**src/rtl/spi_rtc_pkg.sv**
```systemverilog
package spi_rtc_pkg;

    localparam logic [7:0] OPC_READ  = 8'h13;
    localparam logic [7:0] OPC_WRITE = 8'h12;
    localparam logic [7:0] OPC_ARM   = 8'h06;

    localparam int FLAG_FREEZE_BIT = 0;
    localparam int FLAG_STAGE_BIT  = 1;

    typedef enum logic [1:0] {
        PH_OPC,
        PH_ADDR,
        PH_DATA,
        PH_SKIP
    } phase_e;

    typedef enum logic [1:0] {
        OP_NONE,
        OP_RD,
        OP_WR,
        OP_ARM
    } op_e;

    function automatic op_e decode_op(input logic [7:0] b);
        case (b)
            OPC_READ:  return OP_RD;
            OPC_WRITE: return OP_WR;
            OPC_ARM:   return OP_ARM;
            default:   return OP_NONE;
        endcase
    endfunction

endpackage

```
**src/rtl/spi_rtc_front.sv**
```systemverilog
module spi_rtc_front
    import spi_rtc_pkg::*;
#(
    parameter int ADDR_W = 4,
    parameter int REG_W  = 8
) (
    input  logic              clk,
    input  logic              rst,
    input  logic              sck,
    input  logic              cs_n,
    input  logic              si,
    input  logic [REG_W-1:0]  rd_data,
    output logic [ADDR_W-1:0] rd_addr,
    output logic              so,
    output logic              so_oe,
    output logic              wel,
    output logic              op_is_wr,
    output logic              wr_en,
    output logic [ADDR_W-1:0] wr_addr,
    output logic [REG_W-1:0]  wr_data
);

    localparam int CW = $clog2(REG_W);
    localparam logic [CW-1:0] LAST_BIT = CW'(REG_W - 1);

    logic              sck_q, cs_q;
    phase_e            phase;
    op_e               op;
    logic [CW-1:0]     bit_cnt;
    logic [REG_W-2:0]  sh_in;
    logic [ADDR_W-1:0] addr;
    logic [REG_W-1:0]  tx_sh;
    logic              tx_vld;
    logic              wr_ok;

    logic             rise, fall, cs_rise, byte_done;
    logic [REG_W-1:0] byte_now;
    op_e              dec;

    always_comb begin
        rise      = sck & ~sck_q & ~cs_n;
        fall      = ~sck & sck_q & ~cs_n;
        cs_rise   = cs_n & ~cs_q;
        byte_now  = {sh_in, si};
        byte_done = rise && (bit_cnt == LAST_BIT);
        dec       = decode_op(byte_now);
    end

    always_ff @(posedge clk) begin
        if (rst) begin
            sck_q   <= 1'b0;
            cs_q    <= 1'b1;
            phase   <= PH_OPC;
            op      <= OP_NONE;
            bit_cnt <= '0;
            sh_in   <= '0;
            addr    <= '0;
            tx_sh   <= '0;
            tx_vld  <= 1'b0;
            wr_ok   <= 1'b0;
            wel     <= 1'b0;
            wr_en   <= 1'b0;
            wr_addr <= '0;
            wr_data <= '0;
        end else begin
            sck_q <= sck;
            cs_q  <= cs_n;
            wr_en <= 1'b0;
            if (cs_n) begin
                phase   <= PH_OPC;
                op      <= OP_NONE;
                bit_cnt <= '0;
                tx_vld  <= 1'b0;
                if (cs_rise) begin
                    if (op == OP_ARM)
                        wel <= 1'b1;
                    else if (op == OP_WR)
                        wel <= 1'b0;
                end
            end else begin
                if (rise) begin
                    sh_in   <= byte_now[REG_W-2:0];
                    bit_cnt <= byte_done ? '0 : bit_cnt + 1'b1;
                    if (byte_done) begin
                        case (phase)
                            PH_OPC: begin
                                op    <= dec;
                                wr_ok <= wel;
                                phase <= (dec == OP_RD || dec == OP_WR) ? PH_ADDR : PH_SKIP;
                            end
                            PH_ADDR: begin
                                addr  <= byte_now[ADDR_W-1:0];
                                phase <= PH_DATA;
                            end
                            PH_DATA: begin
                                if (op == OP_WR) begin
                                    wr_en   <= wr_ok;
                                    wr_addr <= addr;
                                    wr_data <= byte_now;
                                end
                                addr <= addr + 1'b1;
                            end
                            default: ;
                        endcase
                    end
                end
                if (fall && phase == PH_DATA && op == OP_RD) begin
                    if (bit_cnt == '0) begin
                        tx_sh  <= rd_data;
                        tx_vld <= 1'b1;
                    end else begin
                        tx_sh <= {tx_sh[REG_W-2:0], 1'b0};
                    end
                end
            end
        end
    end

    assign rd_addr  = addr;
    assign so       = tx_sh[REG_W-1];
    assign so_oe    = ~cs_n & tx_vld;
    assign op_is_wr = (op == OP_WR);

endmodule

```
**src/rtl/spi_rtc_regs.sv**
```systemverilog
module spi_rtc_regs
    import spi_rtc_pkg::*;
#(
    parameter int ADDR_W = 4,
    parameter int REG_W  = 8
) (
    input  logic                      clk,
    input  logic                      rst,
    input  logic                      wr_en,
    input  logic [ADDR_W-1:0]         wr_addr,
    input  logic [REG_W-1:0]          wr_data,
    input  logic [ADDR_W-1:0]         rd_addr,
    output logic [REG_W-1:0]          rd_data,
    input  logic [(1<<ADDR_W)-1:1]    tick,
    output logic [(1<<ADDR_W)*REG_W-1:0] live_flat,
    output logic [(1<<ADDR_W)*REG_W-1:0] snap_flat,
    output logic                      rd_hold,
    output logic                      wr_hold
);

    localparam int NREG = 1 << ADDR_W;

    logic [REG_W-1:0] live  [NREG];
    logic [REG_W-1:0] snap  [NREG];
    logic [REG_W-1:0] stage [NREG];
    logic [NREG-1:0]  dirty;
    logic             rh_q, wh_q;
    logic             snap_load, commit;

    assign rd_hold   = live[0][FLAG_FREEZE_BIT];
    assign wr_hold   = live[0][FLAG_STAGE_BIT];
    assign snap_load = rd_hold & ~rh_q;
    assign commit    = wh_q & ~wr_hold;

    always_ff @(posedge clk) begin
        if (rst) begin
            rh_q  <= 1'b0;
            wh_q  <= 1'b0;
            dirty <= '0;
            for (int i = 0; i < NREG; i++) begin
                live[i]  <= '0;
                snap[i]  <= '0;
                stage[i] <= '0;
            end
        end else begin
            rh_q <= rd_hold;
            wh_q <= wr_hold;
            for (int i = 1; i < NREG; i++) begin
                if (commit && dirty[i])
                    live[i] <= stage[i];
                else if (tick[i])
                    live[i] <= live[i] + 1'b1;
            end
            if (snap_load) begin
                for (int i = 0; i < NREG; i++)
                    snap[i] <= live[i];
            end
            if (commit)
                dirty <= '0;
            if (wr_en) begin
                if (wr_addr == '0) begin
                    live[0] <= wr_data;
                end else if (wr_hold) begin
                    stage[wr_addr] <= wr_data;
                    dirty[wr_addr] <= 1'b1;
                end
            end
        end
    end

    always_comb begin
        if (rd_addr == '0)
            rd_data = live[0];
        else if (rd_hold)
            rd_data = snap[rd_addr];
        else
            rd_data = live[rd_addr];
    end

    for (genvar g = 0; g < NREG; g++) begin : g_flat
        assign live_flat[g*REG_W +: REG_W] = live[g];
        assign snap_flat[g*REG_W +: REG_W] = snap[g];
    end

endmodule

```
**src/rtl/spi_rtc_access.sv**
```systemverilog
module spi_rtc_access
    import spi_rtc_pkg::*;
#(
    parameter int ADDR_W = 4,
    parameter int REG_W  = 8
) (
    input  logic                              clk,
    input  logic                              rst,
    input  logic                              sck,
    input  logic                              cs_n,
    input  logic                              si,
    output logic                              so,
    output logic                              so_oe,
    input  logic [(1<<ADDR_W)-1:1]            tick,
    output logic [(1<<ADDR_W)*REG_W-1:0]      live_flat
);

    localparam int NREG = 1 << ADDR_W;

    logic [REG_W-1:0]      rd_data;
    logic [ADDR_W-1:0]     rd_addr;
    logic                  wel;
    logic                  op_is_wr;
    logic                  wr_en;
    logic [ADDR_W-1:0]     wr_addr;
    logic [REG_W-1:0]      wr_data;
    logic [NREG*REG_W-1:0] snap_flat;
    logic                  rd_hold, wr_hold;

    spi_rtc_front #(.ADDR_W(ADDR_W), .REG_W(REG_W)) u_front (
        .clk      (clk),
        .rst      (rst),
        .sck      (sck),
        .cs_n     (cs_n),
        .si       (si),
        .rd_data  (rd_data),
        .rd_addr  (rd_addr),
        .so       (so),
        .so_oe    (so_oe),
        .wel      (wel),
        .op_is_wr (op_is_wr),
        .wr_en    (wr_en),
        .wr_addr  (wr_addr),
        .wr_data  (wr_data)
    );

    spi_rtc_regs #(.ADDR_W(ADDR_W), .REG_W(REG_W)) u_regs (
        .clk       (clk),
        .rst       (rst),
        .wr_en     (wr_en),
        .wr_addr   (wr_addr),
        .wr_data   (wr_data),
        .rd_addr   (rd_addr),
        .rd_data   (rd_data),
        .tick      (tick),
        .live_flat (live_flat),
        .snap_flat (snap_flat),
        .rd_hold   (rd_hold),
        .wr_hold   (wr_hold)
    );

endmodule

```
**config.mk**
```make
export PLATFORM = sky130hd
export DESIGN_NAME = spi_rtc_access
export DESIGN_NICKNAME = d
export VERILOG_FILES = /design/src/rtl/spi_rtc_pkg.sv /design/src/rtl/spi_rtc_front.sv /design/src/rtl/spi_rtc_regs.sv /design/src/rtl/spi_rtc_access.sv
export SDC_FILE = /design/constraint.sdc
export NUM_CORES = 1
export LEC_CHECK = 0
export ABC_CLOCK_PERIOD_IN_PS = 6350
export BUFFER_PORTS_ARGS = -buffer_cell sky130_fd_sc_hd__buf_4
export CELL_PAD_IN_SITES_DETAIL_PLACEMENT = 1
export CELL_PAD_IN_SITES_GLOBAL_PLACEMENT = 1
export CORE_ASPECT_RATIO = 0.5
export CORE_MARGIN = 2
export CORE_UTILIZATION = 49
export DETAILED_ROUTE_END_ITERATION = 8
export GPL_TIMING_DRIVEN = 0
export HOLD_SLACK_MARGIN = 0.1
export PLACE_DENSITY = 0.88
export SKIP_CTS_REPAIR_TIMING = 1
export SLEW_MARGIN = 40
export SYNTH_ARGS = -nofsm -noshare
export SYNTH_HDL_FRONTEND = slang
export SYNTH_SLANG_ARGS = --single-unit
```
**constraint.sdc**
```tcl
create_clock -name clk -period 6.35 [get_ports clk]
set_input_delay 0.635 -clock clk [delete_from_list [all_inputs] [get_ports clk]]
set_output_delay 0.635 -clock clk [all_outputs]
set_load 0.03 [all_outputs]
```
Yosys cells after proc, flatten, opt, wreduce, memory -nomap -nowiden
Memories as Yosys holds them, arrays and structs flattened. A register that Yosys moved wholly into a read port is not among the register bits.
Cells that the tools add are included.

operators by class
  $add $sub $neg = 17
  mux-type cells = 190
  bitwise operators = 66
  reductions and logical operators = 39
  order comparisons = 2
  equality and inequality tests = 11

operators by type and width
  operator                                              number
  two-way mux 8 bit                                     51
  two-way mux 1 bit                                     123
  adder 8 x 1 -> 8 bit (second input constant)          15
  two-way mux 16 bit                                    5
  OR 1 bit                                              47
  two-way mux 4 bit                                     5
  logical AND 1 bit                                     19
  equality test 8 x 5 -> 1 bit (second input constant)  2
  OR 16 bit                                             1
  NOT 1 bit                                             10
  AND reduction 3 bit                                   3
  AND 1 bit                                             8
  equality test 2 bit (second input constant)           4
  equality test 8 x 3 -> 1 bit (second input constant)  1
  zero test 4 bit                                       2
  case mux 4 bit (2 select lines)                       1
  AND reduction 4 bit                                   2
  OR reduction 8 bit                                    1
  equality test 2 x 1 -> 1 bit (second input constant)  3
  case mux 2 bit (3 select lines)                       1
  AND reduction 2 bit                                   3
  nonzero test 2 bit                                    3
  OR reduction 6 bit                                    1
  < comparator 4 x 5 -> 1 bit (second input constant)   1
  13 further kinds                                      13

word-level totals
  memory bits (writable) = 384
  output and inout port bits = 130
  memories = 3
  register bits after elaboration = 62

memory list
  memory        words  width  read ports  clocked after memory_dff  write ports  RTL line            text
  u_regs.live   16     8      17          1                         16           spi_rtc_regs.sv:23  logic [REG_W-1:0] live [NREG];
  u_regs.snap   16     8      1           1                         16           spi_rtc_regs.sv:24  logic [REG_W-1:0] snap [NREG];
  u_regs.stage  16     8      15          0                         16           spi_rtc_regs.sv:25  logic [REG_W-1:0] stage [NREG];

Depth between registers and ports, before layout
Gate-level depths: netlist (run 1).

  word-level depth = 8
  gate-level depth with buffers = 8
  gate-level depth less buffers = 7

Cells and area by module
A second synthesis (run 1) with hierarchy kept.

second synthesis, totals
  cells, all modules = 1,788
  area total of the unflattened synthesis = 21,206.6 µm²

modules (own cells, without submodules)
  module         area each (µm²)  times used  cells each
  spi_rtc_regs   19,179.6         1           1,569
  spi_rtc_front  2,026.9          1           219

Worst setup path after synthesis (run 1)
No wires, ideal clock.

  path type = in2reg
  from = input port rst
  to = memory u_regs.snap[0][0] (enable)
  stages = 4
  path buffers = 3
  library setup time = 0.509 ns
  arrival = 4.493 ns
  data required time = 5.841 ns
  path slack = 1.348 ns
  path through = clkbuf_1 clkbuf_1 clkbuf_1 nand2b_1

RTL lines
  what                RTL line             text
  start: declaration  spi_rtc_access.sv:8  input logic rst,
  end: declaration    spi_rtc_regs.sv:24

==> impl_metrics.py, run 1 <==
metrics = {
    "synth": {
        "avgSynthCellArea_um2": 11.7,
        "synthArstFlopShare_pct": 0,
        "synth_warnings": 0,
        "synth_edf_count": 328,
        "yosys.cell_types.count": 62,
        "syn_area_um2": 21100,
        "synth_nets": 1853,
        "synth_flop_cell": "edfxtp_1",
        "ys_ff_latch": 441,
        "syn_inst": 1810,
        "synth_seq_area_share_pct": 57.3,
    },
    "sta": {
        "finalHoldViolCount": 0,
        "max_freq_ghz": 0.313,
        "tightest_slew_ns": 1.03,
        "slew_headroom_pct": 31.1,
        "finClkSkew_ns": 0.0245,
        "setup_viol_count_final": 0,
        "fin_crit_sh_pct": 50.4,
        "fin_setup_tns_ns": 0,
        "rsz0062_at_grt": "no",
        "finalMaxSlewViolations": 0,
        "min_period_ns": 3.20,
    },
    "critical_path": {
        "crit_path_start_kind": "register",
        "reg2reg_slack_ns": 3.15,
        "crit_type": "reg2reg",
        "r2r_cells": 6,
        "r2r_end": "u_regs.live[5][5]",
        "cp-end-kind": "register",
        "required_ns": 6.65,
        "regToRegStartpoint": "u_regs.live[0][1]",
        "cp.arrival_ns": 3.50,
        "cp_max_fo": 10,
    },
    "clocking": {
        "clk_latency_ns": 0.59,
        "cts_tree": "done",
        "ctsLongestPathBuffers": 3,
        "h-tree-depth": 2,
        "clkSinkCount": 441,
        "cts_buffers": 42,
        "root_buffer": "clkbuf_16",
        "clk_pin_slew_ns": 0.07,
    },
    "pwr": {
        "vdd.ir_drop.worst_v": 0.000165,
        "sequentialPowerShare_pct": 51.7,
        "power_frac_comb_pct": 7.3,
        "p_int_mw": 4.95,
        "clkPwrFrac_pct": 41.0,
        "power_density_nw_per_um2": 271,
        "cellLeakagePower_nw": 8.90,
        "switching_share_pct": 25.4,
        "power.net_switching_mw": 1.68,
    },
    "grt": {
        "antenna_found_initial": 10,
        "grt_pass1_vias": 17552,
        "grt_max_degree": 45,
        "track_usage_pct": 36.8,
        "grt_overflow": 0,
        "grt_pass1_wl_um": 118000,
    },
    "status": {
        "status": "complete, no violations",
    },
    "layout": {
        "final_cells": 2615,
        "drive_gt1_share_pct": 15.3,
        "fillerInstances": 4399,
        "final_area_um2": 24500,
        "area_growth_pct": 15.8,
        "final_common_cell": "edfxtp_1",
        "fin_nets": 2038,
        "final_cell_mix": "edfxtp_1 (328), and2_1 (212), buf_4 (150)",
    },
    "worst_hold_path": {
        "holdCritStartpoint": "sck",
        "hold_class": "in2reg",
        "hold_depth": 2,
        "min_to": "u_front.sck_q",
    },
    "place": {
        "place_area_um2": 23000,
        "gp_congestion": 0.993,
        "dp_hpwl_um": 59400,
        "place_inst": 2528,
        "port_buffers": 138,
    },
    "die": {
        "ios": 150,
        "core_um2": 42200,
        "rows": 53,
        "die_h_um": 151,
        "start_util_pct": 50.0,
        "die_width_um": 298,
        "dieArea_um2": 44900,
    },
    "detailed_routing": {
        "via_per_inst": 6.59,
        "routed_wl_um": 83800,
        "drt_pre_antenna_iters": 5,
        "drtIter0Drc": 2407,
        "vias": 17233,
        "drcViolationCount": 0,
        "ant_nets": 0,
        "routedWlPerCell_um": 32.0,
    },
    "job": {
        "maxCapViolCount": 0,
    },
}
-- critical path, cell delays in order, from the launching register on --
cell,delay [ns]
edfxtp_1,0.60
nor2b_1,0.70
clkbuf_1,0.70
nand2_1,0.38
nand2_1,0.22
a2bb2oi_1,0.24
nor2_1,0.08
-- area by class of cell --
| class | count | area [um^2] | area share [%] |
|---|---|---|---|
| flip-flops and latches | 441 | 12100 | 49.5 |
| multi-input cells | 1243 | 8510 | 34.8 |
| plain buffers | 109 | 513 | 2.10 |
| repair buffers | 141 | 1100 | 4.48 |
| clock buffers | 59 | 1210 | 4.94 |
| diodes | 10 | 25.0 | 0.102 |
| well taps | 577 | 722 | 2.95 |
| inverters | 17 | 63.8 | 0.261 |
| clock inverters | 18 | 218 | 0.890 |
-- worst max path at each step --
stage | startpoint | endpoint | slack, ns | depth (start not counted)
3_5_place_dp | rst | u_regs.live[2][7] | 2.92 | 5
6_report | u_regs.live[0][1] | u_regs.live[5][5] | 3.15 | 6
3_3_place_gp | rst | u_regs.snap[14][2] | -0.51 | 4
4_1_cts | u_regs.live[0][1] | u_regs.live[2][0] | 3.08 | 5
2_1_floorplan | rst | u_regs.snap[0][0] | 1.35 | 4
5_1_grt | u_regs.live[0][1] | u_regs.live[5][5] | 3.15 | 6
-- metal layers --
layer | wire (um) | global-route usage [%] | vias up
li1 | - | - | 6956
met1 | 31200 | 48.1 | 8693
met2 | 37100 | 57.0 | 1319
met3 | 12500 | 12.6 | 263
met4 | 3030 | 14.5 | 2
met5 | 12 | 0 | -
-- sequential cells by signal, indices dropped and copies added, names as in the netlist, named ones only --
register	count
u_regs.live	128
u_regs.snap	128
u_regs.stage	120
u_regs.dirty	15
u_front.tx_sh	8
u_front.wr_data	8
u_front.sh_in	7
u_front.rd_addr	4
u_front.wr_addr	4
u_front.bit_cnt	3
u_front.op	2
u_front.phase	2
u_front.cs_q	1
u_front.sck_q	1
u_front.tx_vld	1
u_front.wel	1
u_front.wr_en	1
u_front.wr_ok	1
u_regs.rh_q	1
u_regs.wh_q	1
-- cells by family after synthesis --
kind of cell | Yosys count | synth area share (%)
AND/OR/NAND/NOR | 769 | 19.2
flip-flops | 441 | 57.3
AO/OA/AOI/OAI | 243 | 7.84
buffers and inverters | 126 | 2.68
multiplexers | 114 | 7.70
XOR/XNOR | 94 | 3.90
adder cells (fa/ha/maj) | 23 | 1.36
-- power groups by stage --
stage	clock network (mW)	registers (mW)	logic [mW]
after floorplan	0	3.46	0.210
after global routing	2.80	3.43	0.506
after detailed placement	0	3.47	0.466
final	2.71	3.43	0.484
after global placement	0	3.47	0.441
after CTS	2.70	3.41	0.475
-- synth_stat cells, drive strengths merged, types with 18 or more instances --
master,n,share of area [%]
a211oi,48,1.7
a21o,18,0.64
a21oi,68,1.6
and2,213,6.3
and3,20,0.59
buf,33,1.0
clkbuf,76,1.4
dfxtp,113,11
edfxtp,328,47
ha,23,1.4
mux2i,64,3.0
mux4,37,4.0
nand2,148,2.6
nand3,82,1.9
nand3b,19,0.68
nand4,29,0.86
nor2,131,2.3
nor2b,61,1.8
nor3,19,0.47
o21ai,22,0.52
xnor2,47,1.9
xor2,47,1.9
-- through the flow --
step / power (mW) / util [%] / worst slack [ns] / hold slack, ns
after floorplan: 3.67 / - / 1.35 / 0.416
after global placement: 3.91 / 54.2 / -0.513 / 0.434
after detailed placement: 3.94 / 54.4 / 2.92 / 0.441
after CTS: 6.58 / 57.8 / 3.08 / 0.357
after global routing: 6.73 / 57.9 / 3.15 / 0.374
final: 6.63 / 57.9 / 3.15 / 0.362
Note: power is estimated with default switching activity, not from simulation.
==> run 2, diff against run 1 <==
--- a/config.mk
+++ b/config.mk
@@ -5,7 +5,7 @@
 export SDC_FILE = /design/constraint.sdc
 export NUM_CORES = 1
 export LEC_CHECK = 0
-export ABC_CLOCK_PERIOD_IN_PS = 6350
+export ABC_CLOCK_PERIOD_IN_PS = 3400
 export BUFFER_PORTS_ARGS = -buffer_cell sky130_fd_sc_hd__buf_4
 export CELL_PAD_IN_SITES_DETAIL_PLACEMENT = 1
 export CELL_PAD_IN_SITES_GLOBAL_PLACEMENT = 1
==> constraint.sdc (replaced) <==
create_clock -name clk -period 3.4 [get_ports clk]
set_input_delay 0.34 -clock clk [delete_from_list [all_inputs] [get_ports clk]]
set_output_delay 0.34 -clock clk [all_outputs]
set_load 0.03 [all_outputs]
==> run 2 against run 1 <==
Effect of this change: register-to-register slack lost 3.1 ns; die area is the same; design area shrank 0.52%.
==> impl_metrics.py, run 2 (synthesis results as in run 1) <==
metrics = {
    "status": {
        "status": "complete, no violations",
    },
    "die": {
        "ios": 150,
        "start_util_pct": 50.0,
        "core_um2": 42200,
        "dieArea_um2": 44900,
        "rows": 53,
        "die_width_um": 298,
        "die_h_um": 151,
    },
    "layout": {
        "fillerInstances": 4405,
        "fin_nets": 2038,
        "top_regs": "u_regs.live (128), u_regs.snap (128), u_regs.stage (120)",
        "final_common_cell": "edfxtp_1",
        "final_cell_mix": "edfxtp_1 (328), and2_1 (212), buf_4 (150)",
        "drive_gt1_share_pct": 15.2,
        "final_cells": 2617,
        "area_growth_pct": 15.2,
        "utilization_pct": 57.6,
    },
    "detailed_routing": {
        "routed.top_layer": "met5",
        "wl_met3_um": 12600,
        "wl_met2_um": 36000,
        "ant_nets": 0,
        "drt_pre_antenna_iters": 6,
        "routed_wl_um": 82600,
        "drcViolationCount": 0,
        "drtIter0Drc": 2302,
        "vias": 17115,
        "routedWlPerCell_um": 31.6,
        "met1_length_um": 30700,
        "via_per_inst": 6.54,
    },
    "clocking": {
        "cts_buffers": 41,
        "cts_tree": "done",
        "clkSinkCount": 441,
        "h-tree-depth": 2,
        "clk_latency_ns": 0.58,
        "ctsLongestPathBuffers": 3,
        "clk_pin_slew_ns": 0.07,
        "root_buffer": "clkbuf_16",
    },
    "place": {
        "port_buffers": 138,
        "place_inst": 2528,
        "gp_congestion": 0.965,
        "dp_hpwl_um": 58300,
    },
    "grt": {
        "grt_pass1_vias": 17329,
        "antenna_found_initial": 9,
        "grt_max_degree": 45,
        "grt_overflow": 0,
        "grt_pass1_wl_um": 116000,
        "track_usage_pct": 36.1,
    },
    "critical_path": {
        "worst_path_most_repeated_cell": "clkbuf_1",
        "worstPathBufferInverterCount": 2,
        "required_ns": 3.62,
        "cp-end-kind": "register",
        "critPathSlowestCell": "nor2b_1",
        "slowest_delay_ns": 0.72,
        "crit_type": "reg2reg",
        "path_cells": "nor2b_1 -> clkbuf_1 -> and2_1 -> clkbuf_1 -> or3_1",
        "critPathTopFamily": "simple AND/OR/NAND/NOR gates",
        "cp_max_fo": 10,
        "cp.arrival_ns": 3.62,
        "crit_path_start_kind": "register",
    },
    "sta": {
        "rsz0062_at_grt": "no",
        "finalMaxSlewViolations": 0,
        "finClkSkew_ns": 0.0238,
        "setup_viol_count_final": 0,
        "min_period_ns": 3.39,
        "tightest_slew_ns": 1.04,
        "max_freq_ghz": 0.295,
        "slew_headroom_pct": 30.3,
        "finalHoldViolCount": 0,
        "fin_crit_sh_pct": 99.8,
    },
    "worst_hold_path": {
        "hold_class": "in2reg",
    },
    "pwr": {
        "vdd.ir_drop.worst_v": 0.000344,
        "cellLeakagePower_nw": 8.84,
        "clkPwrFrac_pct": 38.8,
        "switching_share_pct": 25.9,
        "sequentialPowerShare_pct": 53.6,
        "power_frac_comb_pct": 7.6,
        "p_int_mw": 8.85,
        "power_density_nw_per_um2": 491,
        "power.net_switching_mw": 3.09,
    },
    "job": {
        "maxCapViolCount": 0,
    },
}
[run 2: layout make-up]
class | instances | area [um^2] | area share, %
clock buffer | 61 | 1210 | 4.99
sequential | 441 | 12100 | 49.8
multi-input combinational | 1243 | 8500 | 34.9
antenna | 12 | 30.0 | 0.123
inverter | 17 | 63.8 | 0.262
tap | 577 | 722 | 2.97
timing repair buffer | 142 | 1110 | 4.54
buffer | 109 | 513 | 2.11
clock inverter | 15 | 77.6 | 0.319
[run 2: metal layers]
metal | up-vias | GRT usage (%)
met5 | - | 0
met4 | 6 | 15.2
met3 | 281 | 12.8
met2 | 1262 | 54.7
met1 | 8595 | 47.4
li1 | 6971 | -
[run 2: power groups by stage]
stage | clock network [mW] | registers [mW] | logic [mW]
6_report | 4.63 | 6.40 | 0.903
5_1_grt | 4.81 | 6.40 | 0.942
4_1_cts | 4.59 | 6.37 | 0.886
3_5_place_dp | 0 | 6.48 | 0.869
3_3_place_gp | 0 | 6.48 | 0.828
2_1_floorplan | 0 | 6.45 | 0.393
[run 2: worst register-to-register path, delay by kind of cell, from the launching register on]
kind / cells / cell delay [ns]
buffers and inverters: 2 / 1.13
flip-flops: 1 / 0.59
AND/OR/NAND/NOR: 3 / 1.34
[run 2: path summary, 6_finish.rpt]
| check | startpoint | end | slack (ns) | depth (start not counted) |
|---|---|---|---|---|
| worst max-delay path | u_regs.live[0][1] | u_regs.live[2][4] | 0.008 | 5 |
| worst min-delay path | tick[9] | u_regs.live[9][1] | 0.11 | 2 |
| worst max register to register | u_regs.live[0][1] | u_regs.live[2][4] | 0.008 | 5 |
| worst min register to register | u_regs.dirty[14] | u_regs.dirty[14] | 0.47 | 1 |
[run 2: per-stage QoR]
stage	hold WS, ns	setup slack, ns	total power, mW	cell area, um^2	TNS, ns
global placement	0.434	-1.21	7.30	22900	-154.04
global route	0.123	0.0453	12.1	24300	0
finish	0.111	0.00846	11.9	24300	0
CTS	0.0688	0.172	11.8	24300	0
floorplan	0.416	0.176	6.84	21100	0
detailed placement	0.449	0.166	7.35	23000	0
